## src/rtl/irq_router_pkg.sv

```systemverilog
`timescale 1ns/1ps
package irq_router_pkg;
  localparam int SRC_PER_CORE = 4;
  localparam int PEND_W       = 10;
  localparam int ADDR_W       = 8;
  localparam int DATA_W       = 32;
  localparam int CTL_W        = 2 * SRC_PER_CORE;

  // pending word bit positions
  localparam int BIT_TMR = 0;
  localparam int BIT_MBX = 4;
  localparam int BIT_GPU = 8;
  localparam int BIT_PMU = 9;

  // register offsets
  localparam logic [ADDR_W-1:0] OFS_GPU     = 8'h0C;
  localparam logic [ADDR_W-1:0] OFS_PMU_SET = 8'h10;
  localparam logic [ADDR_W-1:0] OFS_PMU_CLR = 8'h14;
  localparam logic [ADDR_W-1:0] OFS_TMR     = 8'h40;
  localparam logic [ADDR_W-1:0] OFS_MBX     = 8'h50;
  localparam logic [ADDR_W-1:0] OFS_IRQP    = 8'h60;
  localparam logic [ADDR_W-1:0] OFS_FIQP    = 8'h70;

  typedef struct packed {
    logic [SRC_PER_CORE-1:0] fiq_en;
    logic [SRC_PER_CORE-1:0] irq_en;
  } src_ctl_t;

  typedef struct packed {
    logic       fiq_mode;
    logic [1:0] fiq_core;
    logic [1:0] irq_core;
  } gpu_route_t;

  localparam int GPU_W = $bits(gpu_route_t);
endpackage

```

## src/rtl/irq_rst_sync.sv

```systemverilog
`timescale 1ns/1ps
module irq_rst_sync #(
  parameter int STAGES = 2
) (
  input  logic clk,
  input  logic rst_n,
  output logic rst_sync_n
);
  logic [STAGES-1:0] sync_q;

  always_ff @(posedge clk or negedge rst_n) begin
    if (!rst_n) sync_q <= '0;
    else        sync_q <= {sync_q[STAGES-2:0], 1'b1};
  end

  assign rst_sync_n = sync_q[STAGES-1];
endmodule

```

## src/rtl/irq_cfg_regs.sv

```systemverilog
`timescale 1ns/1ps
module irq_cfg_regs
  import irq_router_pkg::*;
#(
  parameter int NCORES = 4
) (
  input  logic                     clk,
  input  logic                     rst_n,
  input  logic                     wr_en,
  input  logic [ADDR_W-1:0]        addr,
  input  logic [DATA_W-1:0]        wdata,
  output src_ctl_t [NCORES-1:0]    tmr_ctl,
  output src_ctl_t [NCORES-1:0]    mbx_ctl,
  output gpu_route_t               gpu_rt,
  output logic [NCORES-1:0]        pmu_en
);
  logic                  aligned_wr;
  logic [NCORES-1:0]     tmr_we, mbx_we;
  logic                  gpu_we, pmu_we;
  logic [NCORES-1:0]     pmu_nx;
  src_ctl_t [NCORES-1:0] tmr_q, mbx_q;
  gpu_route_t            gpu_q;
  logic [NCORES-1:0]     pmu_q;

  // next-state and enable decode
  always_comb begin
    aligned_wr = wr_en && (addr[1:0] == 2'b00);
    gpu_we     = aligned_wr && (addr == OFS_GPU);
    pmu_we     = aligned_wr && ((addr == OFS_PMU_SET) || (addr == OFS_PMU_CLR));
    pmu_nx     = pmu_q;
    if (addr == OFS_PMU_SET) pmu_nx = pmu_q | wdata[NCORES-1:0];
    if (addr == OFS_PMU_CLR) pmu_nx = pmu_q & ~wdata[NCORES-1:0];
    for (int c = 0; c < NCORES; c++) begin
      tmr_we[c] = aligned_wr && (addr == OFS_TMR + ADDR_W'(4 * c));
      mbx_we[c] = aligned_wr && (addr == OFS_MBX + ADDR_W'(4 * c));
    end
  end

  // register processes
  for (genvar c = 0; c < NCORES; c++) begin : g_core_regs
    always_ff @(posedge clk or negedge rst_n) begin
      if (!rst_n)         tmr_q[c] <= '0;
      else if (tmr_we[c]) tmr_q[c] <= src_ctl_t'(wdata[CTL_W-1:0]);
    end
    always_ff @(posedge clk or negedge rst_n) begin
      if (!rst_n)         mbx_q[c] <= '0;
      else if (mbx_we[c]) mbx_q[c] <= src_ctl_t'(wdata[CTL_W-1:0]);
    end
  end

  always_ff @(posedge clk or negedge rst_n) begin
    if (!rst_n)      gpu_q <= '0;
    else if (gpu_we) gpu_q <= gpu_route_t'(wdata[GPU_W-1:0]);
  end

  always_ff @(posedge clk or negedge rst_n) begin
    if (!rst_n)      pmu_q <= '0;
    else if (pmu_we) pmu_q <= pmu_nx;
  end

  assign tmr_ctl = tmr_q;
  assign mbx_ctl = mbx_q;
  assign gpu_rt  = gpu_q;
  assign pmu_en  = pmu_q;
endmodule

```

## src/rtl/irq_core_steer.sv

```systemverilog
`timescale 1ns/1ps
module irq_core_steer
  import irq_router_pkg::*;
(
  input  logic [SRC_PER_CORE-1:0] tmr_line,
  input  logic [SRC_PER_CORE-1:0] mbx_line,
  input  src_ctl_t                tmr_ctl,
  input  src_ctl_t                mbx_ctl,
  input  logic                    gpu_irq,
  input  logic                    gpu_fiq,
  input  logic                    pmu_irq,
  output logic [PEND_W-1:0]       irq_pend,
  output logic [PEND_W-1:0]       fiq_pend
);
  always_comb begin
    irq_pend = '0;
    fiq_pend = '0;
    // fast path takes precedence over normal path per source
    irq_pend[BIT_TMR +: SRC_PER_CORE] = tmr_line & tmr_ctl.irq_en & ~tmr_ctl.fiq_en;
    fiq_pend[BIT_TMR +: SRC_PER_CORE] = tmr_line & tmr_ctl.fiq_en;
    irq_pend[BIT_MBX +: SRC_PER_CORE] = mbx_line & mbx_ctl.irq_en & ~mbx_ctl.fiq_en;
    fiq_pend[BIT_MBX +: SRC_PER_CORE] = mbx_line & mbx_ctl.fiq_en;
    irq_pend[BIT_GPU] = gpu_irq;
    fiq_pend[BIT_GPU] = gpu_fiq;
    irq_pend[BIT_PMU] = pmu_irq;
  end
endmodule

```

## src/rtl/core_irq_router.sv

```systemverilog
`timescale 1ns/1ps
module core_irq_router
  import irq_router_pkg::*;
#(
  parameter int NCORES = 4
) (
  input  logic                           clk,
  input  logic                           rst_n,
  input  logic                           reg_wr_en,
  input  logic [ADDR_W-1:0]              reg_addr,
  input  logic [DATA_W-1:0]              reg_wdata,
  output logic [DATA_W-1:0]              reg_rdata,
  input  logic [NCORES*SRC_PER_CORE-1:0] tmr_line,
  input  logic [NCORES*SRC_PER_CORE-1:0] mbx_line,
  input  logic                           gpu_line,
  input  logic [NCORES-1:0]              pmu_line,
  output logic [NCORES-1:0]              irq_out,
  output logic [NCORES-1:0]              fiq_out
);
  logic                             rst_sync_n;
  src_ctl_t [NCORES-1:0]            tmr_ctl, mbx_ctl;
  gpu_route_t                       gpu_rt;
  logic [NCORES-1:0]                pmu_en;
  logic [NCORES-1:0][PEND_W-1:0]    irq_pend, fiq_pend;

  irq_rst_sync #(.STAGES(2)) u_rst (
    .clk        (clk),
    .rst_n      (rst_n),
    .rst_sync_n (rst_sync_n)
  );

  irq_cfg_regs #(.NCORES(NCORES)) u_regs (
    .clk     (clk),
    .rst_n   (rst_sync_n),
    .wr_en   (reg_wr_en),
    .addr    (reg_addr),
    .wdata   (reg_wdata),
    .tmr_ctl (tmr_ctl),
    .mbx_ctl (mbx_ctl),
    .gpu_rt  (gpu_rt),
    .pmu_en  (pmu_en)
  );

  for (genvar c = 0; c < NCORES; c++) begin : g_core
    logic gpu_to_irq, gpu_to_fiq;
    assign gpu_to_irq = gpu_line & ~gpu_rt.fiq_mode & (gpu_rt.irq_core == 2'(c));
    assign gpu_to_fiq = gpu_line &  gpu_rt.fiq_mode & (gpu_rt.fiq_core == 2'(c));

    irq_core_steer u_steer (
      .tmr_line (tmr_line[c*SRC_PER_CORE +: SRC_PER_CORE]),
      .mbx_line (mbx_line[c*SRC_PER_CORE +: SRC_PER_CORE]),
      .tmr_ctl  (tmr_ctl[c]),
      .mbx_ctl  (mbx_ctl[c]),
      .gpu_irq  (gpu_to_irq),
      .gpu_fiq  (gpu_to_fiq),
      .pmu_irq  (pmu_line[c] & pmu_en[c]),
      .irq_pend (irq_pend[c]),
      .fiq_pend (fiq_pend[c])
    );

    assign irq_out[c] = |irq_pend[c];
    assign fiq_out[c] = |fiq_pend[c];
  end

  // read mux
  always_comb begin
    reg_rdata = '0;
    if (reg_addr[1:0] == 2'b00) begin
      if (reg_addr == OFS_GPU) reg_rdata = DATA_W'(gpu_rt);
      if ((reg_addr == OFS_PMU_SET) || (reg_addr == OFS_PMU_CLR)) reg_rdata = DATA_W'(pmu_en);
      for (int c = 0; c < NCORES; c++) begin
        if (reg_addr == OFS_TMR  + ADDR_W'(4 * c)) reg_rdata = DATA_W'(tmr_ctl[c]);
        if (reg_addr == OFS_MBX  + ADDR_W'(4 * c)) reg_rdata = DATA_W'(mbx_ctl[c]);
        if (reg_addr == OFS_IRQP + ADDR_W'(4 * c)) reg_rdata = DATA_W'(irq_pend[c]);
        if (reg_addr == OFS_FIQP + ADDR_W'(4 * c)) reg_rdata = DATA_W'(fiq_pend[c]);
      end
    end
  end
endmodule

```

## config.mk

```make
export PLATFORM = sky130hd
export DESIGN_NAME = core_irq_router
export DESIGN_NICKNAME = d
export VERILOG_FILES = /design/src/rtl/irq_router_pkg.sv /design/src/rtl/irq_rst_sync.sv /design/src/rtl/irq_cfg_regs.sv /design/src/rtl/irq_core_steer.sv /design/src/rtl/core_irq_router.sv
export SDC_FILE = /design/constraint.sdc
export NUM_CORES = 1
export LEC_CHECK = 0
export CORE_MARGIN = 4
export CORE_UTILIZATION = 48
export CTS_BUF_LIST = sky130_fd_sc_hd__clkbuf_4
export CTS_CLUSTER_DIAMETER = 40
export DETAILED_ROUTE_END_ITERATION = 16
export GPL_ROUTABILITY_DRIVEN = 1
export GPL_TIMING_DRIVEN = 0
export PLACE_DENSITY_LB_ADDON = 0.08
export SLEW_MARGIN = 40
export SYNTH_ARGS = -nofsm -noshare
export SYNTH_HDL_FRONTEND = slang
export SYNTH_SLANG_ARGS = --single-unit
```

## constraint.sdc

```tcl
create_clock -name clk -period 2.5 [get_ports clk]
set_input_delay 0.5 -clock clk [delete_from_list [all_inputs] [get_ports clk]]
set_output_delay 0.5 -clock clk [all_outputs]
set_load 0.1 [all_outputs]
```

---- Yosys cells after proc, flatten, opt, wreduce, memory -nomap -nowiden ----
Index checks and enable logic that the tools add are counted.
word-level totals
  bits of input ports ..................... 80
  register bits ........................... 75
cells by class
  equality and inequality tests ........... 25
  bitwise gates (word level) .............. 50
  mux-type cells .......................... 21
  reduce and logical (&&, ||, !) cells .... 25
operators by type and width
  operator            count
  $mux 32             18
  $eq 8x7->1 const B  16
  $and 4x4->4         25
  $reduce_or 10->1    4
  $not 4->4           9
  $reduce_or 9->1     4
  $eq 8x5->1 const B  2
  $and 1x1->1         14
  $logic_and 1x1->1   11
  $eq 2x2->1 const B  4
  $eq 8x4->1 const B  1
  $mux 4              2
  $logic_not 2->1     3
  $mux 5              1
  $eq 2x1->1 const B  2
  $or 4x4->4          1
  $reduce_and 2->1    1
  $reduce_bool 2->1   1
  $logic_or 1x1->1    1
  $not 1->1           1

---- Depth between registers and ports, before layout ----
  depth in word-level cells ............... 20
  depth in mapped cells ................... 10

---- Hierarchy ----
From an unflattened synthesis, not the netlist that was laid out.
second synthesis, totals
  cells, all modules ...................... 629
  area total of the unflattened synthesis .. 6000.8 sq um
by module, submodules not included
  module           cells each  seq. area each (sq um)  instances  area an instance (sq um)
  irq_cfg_regs     180         1826.8                  1          2914.0
  core_irq_router  362         0.0                     1          2377.3
  irq_core_steer   21          0.0                     4          163.9
  irq_rst_sync     3           50.0                    1          53.8

---- Least setup slack after synthesis ----
Ideal clock, no wire load.
  path kind ............................... in2out
  from .................................... input reg_addr[5]
  to ...................................... output reg_rdata[6]
  arrival time ............................ 4.116 ns
  stages on the path ...................... 7
  buffers on the path ..................... 1
  slack ................................... -2.116 ns
  cell sequence ........................... clkbuf_1 > or4b_4 > o21ai_0 > o311ai_0 > a221oi_1 > o21ai_1 > a221oi_1
on the way
  cells in the longest elaborated chain, start to end .. 18
  elaborated cells between the ends (all ways) .. 33
  classes of those cells .................. eq/ne (16); mux (17)
ends and longest elaborated chain
  item              line                   text
  start, declared   core_irq_router.sv:10  input logic [ADDR_W-1:0] reg_addr,
  $eq 8x7->1        core_irq_router.sv:72  if (reg_addr == OFS_TMR + ADDR_W'(4 * c)) reg_rdata = DATA_W'(tmr_ctl[c]);
  $mux 32           core_irq_router.sv:72
  $mux 32           core_irq_router.sv:73  if (reg_addr == OFS_MBX + ADDR_W'(4 * c)) reg_rdata = DATA_W'(mbx_ctl[c]);
  $mux 32           core_irq_router.sv:74  if (reg_addr == OFS_IRQP + ADDR_W'(4 * c)) reg_rdata = DATA_W'(irq_pend[c]);
  $mux 32           core_irq_router.sv:75  if (reg_addr == OFS_FIQP + ADDR_W'(4 * c)) reg_rdata = DATA_W'(fiq_pend[c]);
  $mux 32           core_irq_router.sv:72
  $mux 32           core_irq_router.sv:73
  $mux 32           core_irq_router.sv:74
  [... 2 more ...]  -
  $mux 32           core_irq_router.sv:73
  $mux 32           core_irq_router.sv:74
  $mux 32           core_irq_router.sv:75
  $mux 32           core_irq_router.sv:72
  $mux 32           core_irq_router.sv:73
  $mux 32           core_irq_router.sv:74
  $mux 32 (*)       core_irq_router.sv:75
  $mux 32 (*)       core_irq_router.sv:68  if (reg_addr[1:0] == 2'b00) begin
  end, declared     core_irq_router.sv:12  output logic [DATA_W-1:0] reg_rdata,
Mark *: on every way between the ends. The rest lies on a longest branch, timed or not.

---- Worst setup path in the final report ----
  from .................................... input reg_addr[5]
  to ...................................... output reg_rdata[2]
on the way
  cells in the longest elaborated chain, start to end .. 20
  elaborated cells between the ends (all ways) .. 39
  classes of those cells .................. eq/ne (19); mux (19); reduce/logical (1)
ends and longest elaborated chain
  item                                        line                                          text
  $eq 8x4->1 or $eq 8x5->1 (tied branches)    core_irq_router.sv:69, core_irq_router.sv:70
  $mux 5 or $logic_or 1x1->1 (tied branches)  core_irq_router.sv:69, core_irq_router.sv:70
  $mux 32                                     core_irq_router.sv:70                         if ((reg_addr == OFS_PMU_SET) || (reg_addr == OFS_PMU_CLR)) reg_rdata = DATA_W'(pmu_en);
  $mux 32                                     core_irq_router.sv:72
  $mux 32                                     core_irq_router.sv:73
  $mux 32                                     core_irq_router.sv:74
  $mux 32                                     core_irq_router.sv:75
  $mux 32                                     core_irq_router.sv:72
  [... 4 more ...]                            -
  $mux 32                                     core_irq_router.sv:73
  $mux 32                                     core_irq_router.sv:74
  $mux 32                                     core_irq_router.sv:75
  $mux 32                                     core_irq_router.sv:72
  $mux 32                                     core_irq_router.sv:73
  $mux 32                                     core_irq_router.sv:74
  $mux 32 (*)                                 core_irq_router.sv:75
  $mux 32 (*)                                 core_irq_router.sv:68
Marks and branches as above.

==> results.cfg <==
[placed_design]
place_inst = 864
dp_hpwl_um = 18030
io_buffers = 63
gp_congestion = 1.046

[synthesis]
synthArstFlopShare_pct = 100.0
synth_edf_count = 0
synthFlopType = dfrtp_1
seq_area_frac_synth_pct = 33.33
ys.warnings.count = 0
synth.ff_latch_count = 75
post_synth_num_cell_types = 73
synth_top_area_cell = dfrtp_1
avgSynthCellArea_um2 = 8.855
postSynthCellCount = 636
netlist.area_leader.share_pct = 33.33
synth_area_leaders = dfrtp_1, mux2_2, nand2_1
synth_area_mm2 = 0.005632

[clock_tree]
cts_root_buf = clkbuf_4
cts_tree = done
postCtsHoldBufs = 0
cts_sinks = 75
htreeDepth = 3
clock_path_buffers = 2
clk_latency_ns = 0.48
cts_buffers = 9
clk_pin_slew_ns = 0.12

[critical_path]
startpoint_type = primary input
r2r_setup_slack_ns = 1.55
crit_arrival_ns = 2.50
worst_ep_required_time_ns = 2.00
r2r_cells = 1
crit_path_end_kind = output pin
cpMaxStageDelayCell = or4b_4
cp_max_fo = 4
worstPathCellList = clkbuf_16 -> buf_4 -> buf_8 -> nand2b_4 -> or4b_4 -> o21ai_4 -> a221oi_2 -> o22a_1 -> o211ai_1 -> buf_6
timing.rr.start = u_regs.gpu_rt[3]
worstSetupPathType = in -> out
worstReg2RegEnd = u_regs.gpu_rt[3]
slowest_delay_ns = 0.52

[run]
max_cap_violations = 0

[finish]
antennaDiodeCount = 0
syn2layout_area_growth_pct = 45.92
final_cells = 926
nets = 858
final_cell_mix = mux2_2, nand2_1, dfrtp_1
fin_util_pct = 71.66
drive_above_1_share_pct = 41.89
final_common_cell = mux2_2

[power]
ir_drop_uv = 454.3
p_per_area_mw_per_mm2 = 402.1
p_leak_nw = 3.425

[global_routing]
grt_max_degree = 40
top_usage_layer = met2
met2_usage_pct = 56.52
grt_pass1_vias = 6323
globalRouteMet3Util_pct = 10.00
antenna_found_initial = 0
grtUsageMet1_pct = 51.39
overflow = 0
grt_pass1_wl_um = 38040
grt_usage_pct = 38.52

[timing]
report.final.slew_viol_count = 0
rsz0062_at_grt = true
worst_slack_ns = -0.4967
worst_hold_slack_ns = 0.1591
hold_viol = 0
finClkSkew_ns = 0.007904
fmax_ghz = 0.3337
relSlewSlack_pct = 40.76
tightestPinTransition_ns = 0.8886
period_minus_slack_ns = 2.997
setup_viol = 11
tns_ns = -3.687
fin_crit_sh_pct = 119.9

[detailed_routing]
wire_per_inst_um = 27.77
drtPass1Iterations = 6
post-route-drc-count = 0
antenna_left = 0
drt_iter0_drc = 839
drt-total-wl_um = 25710
via_per_inst = 6.863
vias = 6355

[die]
start_util_pct = 49.11
core_area_mm2 = 0.01147
die_w_um = 116.3
rows = 39
io_pins = 120
fp.dieH_um = 116.3
dieArea_mm2 = 0.01353

[min_path]
hold_class = in -> async

[outcome]
run_status = finished, violations left
violations = setup timing
## metal layers
layer | vias to the layer above | routed length, um
met1 | 3071 | 10030
met3 | 112 | 2989
met2 | 502 | 11160
met4 | 0 | 1526
met5 | - | 0
li1 | 2670 | -
## worst max-delay path by stage
stage                      from            to  slack [ns]  depth (start not counted)
detailed placement  reg_addr[4]  reg_rdata[6]       -1.81                         10
floorplan           reg_addr[5]  reg_rdata[2]       -1.05                          7
CTS                 reg_addr[5]  reg_rdata[7]       -0.61                          7
global route        reg_addr[5]  reg_rdata[2]       -0.54                         11
global placement    reg_addr[4]  reg_rdata[6]       -2.54                         10
finish              reg_addr[5]  reg_rdata[2]       -0.50                         10
## final cells by class
class | count | area [um^2]
clock buffers | 10 | 75.07
repair buffers | 112 | 1141
inverters | 12 | 45.04
plain buffers | 57 | 624.3
multi-input cells | 511 | 4210
fillers | 875 | 3249
well taps | 143 | 178.9
clock inverters | 6 | 56.30
flip-flops and latches | 75 | 1887
## report_power, final
part | switching [mW] | leakage (nW) | internal, mW
clock | 0.470 | 0.0756 | 0.309
combinational | 0.756 | 2.33 | 0.403
sequential | 0.0942 | 1.02 | 1.27
total | 1.32 | 3.42 | 1.98
## critical path, delay by kind of cell
kind                   cells  cell delay [ns]
buffers and inverters      4             0.65
AND/OR/NAND/NOR            2             0.65
AO/OA/AOI/OAI              4             0.68
## cell families (layout without fill, tap and decap cells)
group | Yosys count | count (layout) | share of synthesized area [%]
and+or+nand+nor | 237 | 237 | 23.24
AOI/OAI and AO/OA | 170 | 170 | 20.46
muxes | 80 | 80 | 15.86
DFF | 75 | 75 | 33.33
buffers and inverters | 71 | 197 | 6.821
other | 2 | 23 | 0.1334
xor gates and xnor gates | 1 | 1 | 0.1555
## cell usage after synthesis, drive strengths merged, types with 13 or more instances
cell type,count
dfrtp,75
nand3b,13
nor3,13
nand2,77
a31oi,13
o21ai,45
a21oi,25
nand3,28
buf,42
clkbuf,17
nor2,33
mux2,74
## state kept, by name (all words and copies together), names as in the netlist, named ones only
signal / count
u_regs.tmr_ctl: 32
u_regs.gpu_rt: 5
u_regs.mbx_ctl: 32
u_rst.sync_q: 2
## metrics by stage
| stage | instance area (um^2) | setup WS, ns | power (mW) |
|---|---|---|---|
| detailed placement | 6748 | -1.805 | 2.314 |
| global route | 8218 | -0.5375 | 3.395 |
| global placement | 6813 | -2.543 | 2.324 |
| floorplan | 6003 | -1.052 | 2.020 |
| CTS | 8015 | -0.6090 | 3.231 |
| finish | 8218 | -0.4967 | 3.304 |
## what timing repair did
item | in CTS | in global routing
cloned | 1 | 0
setup endpoints to repair | 33 | 15
pin swaps | 47 | 25
buffers inserted | 45 | 2
gates resized for setup | 210 | 50
Power figures use the tool's default switching activity.
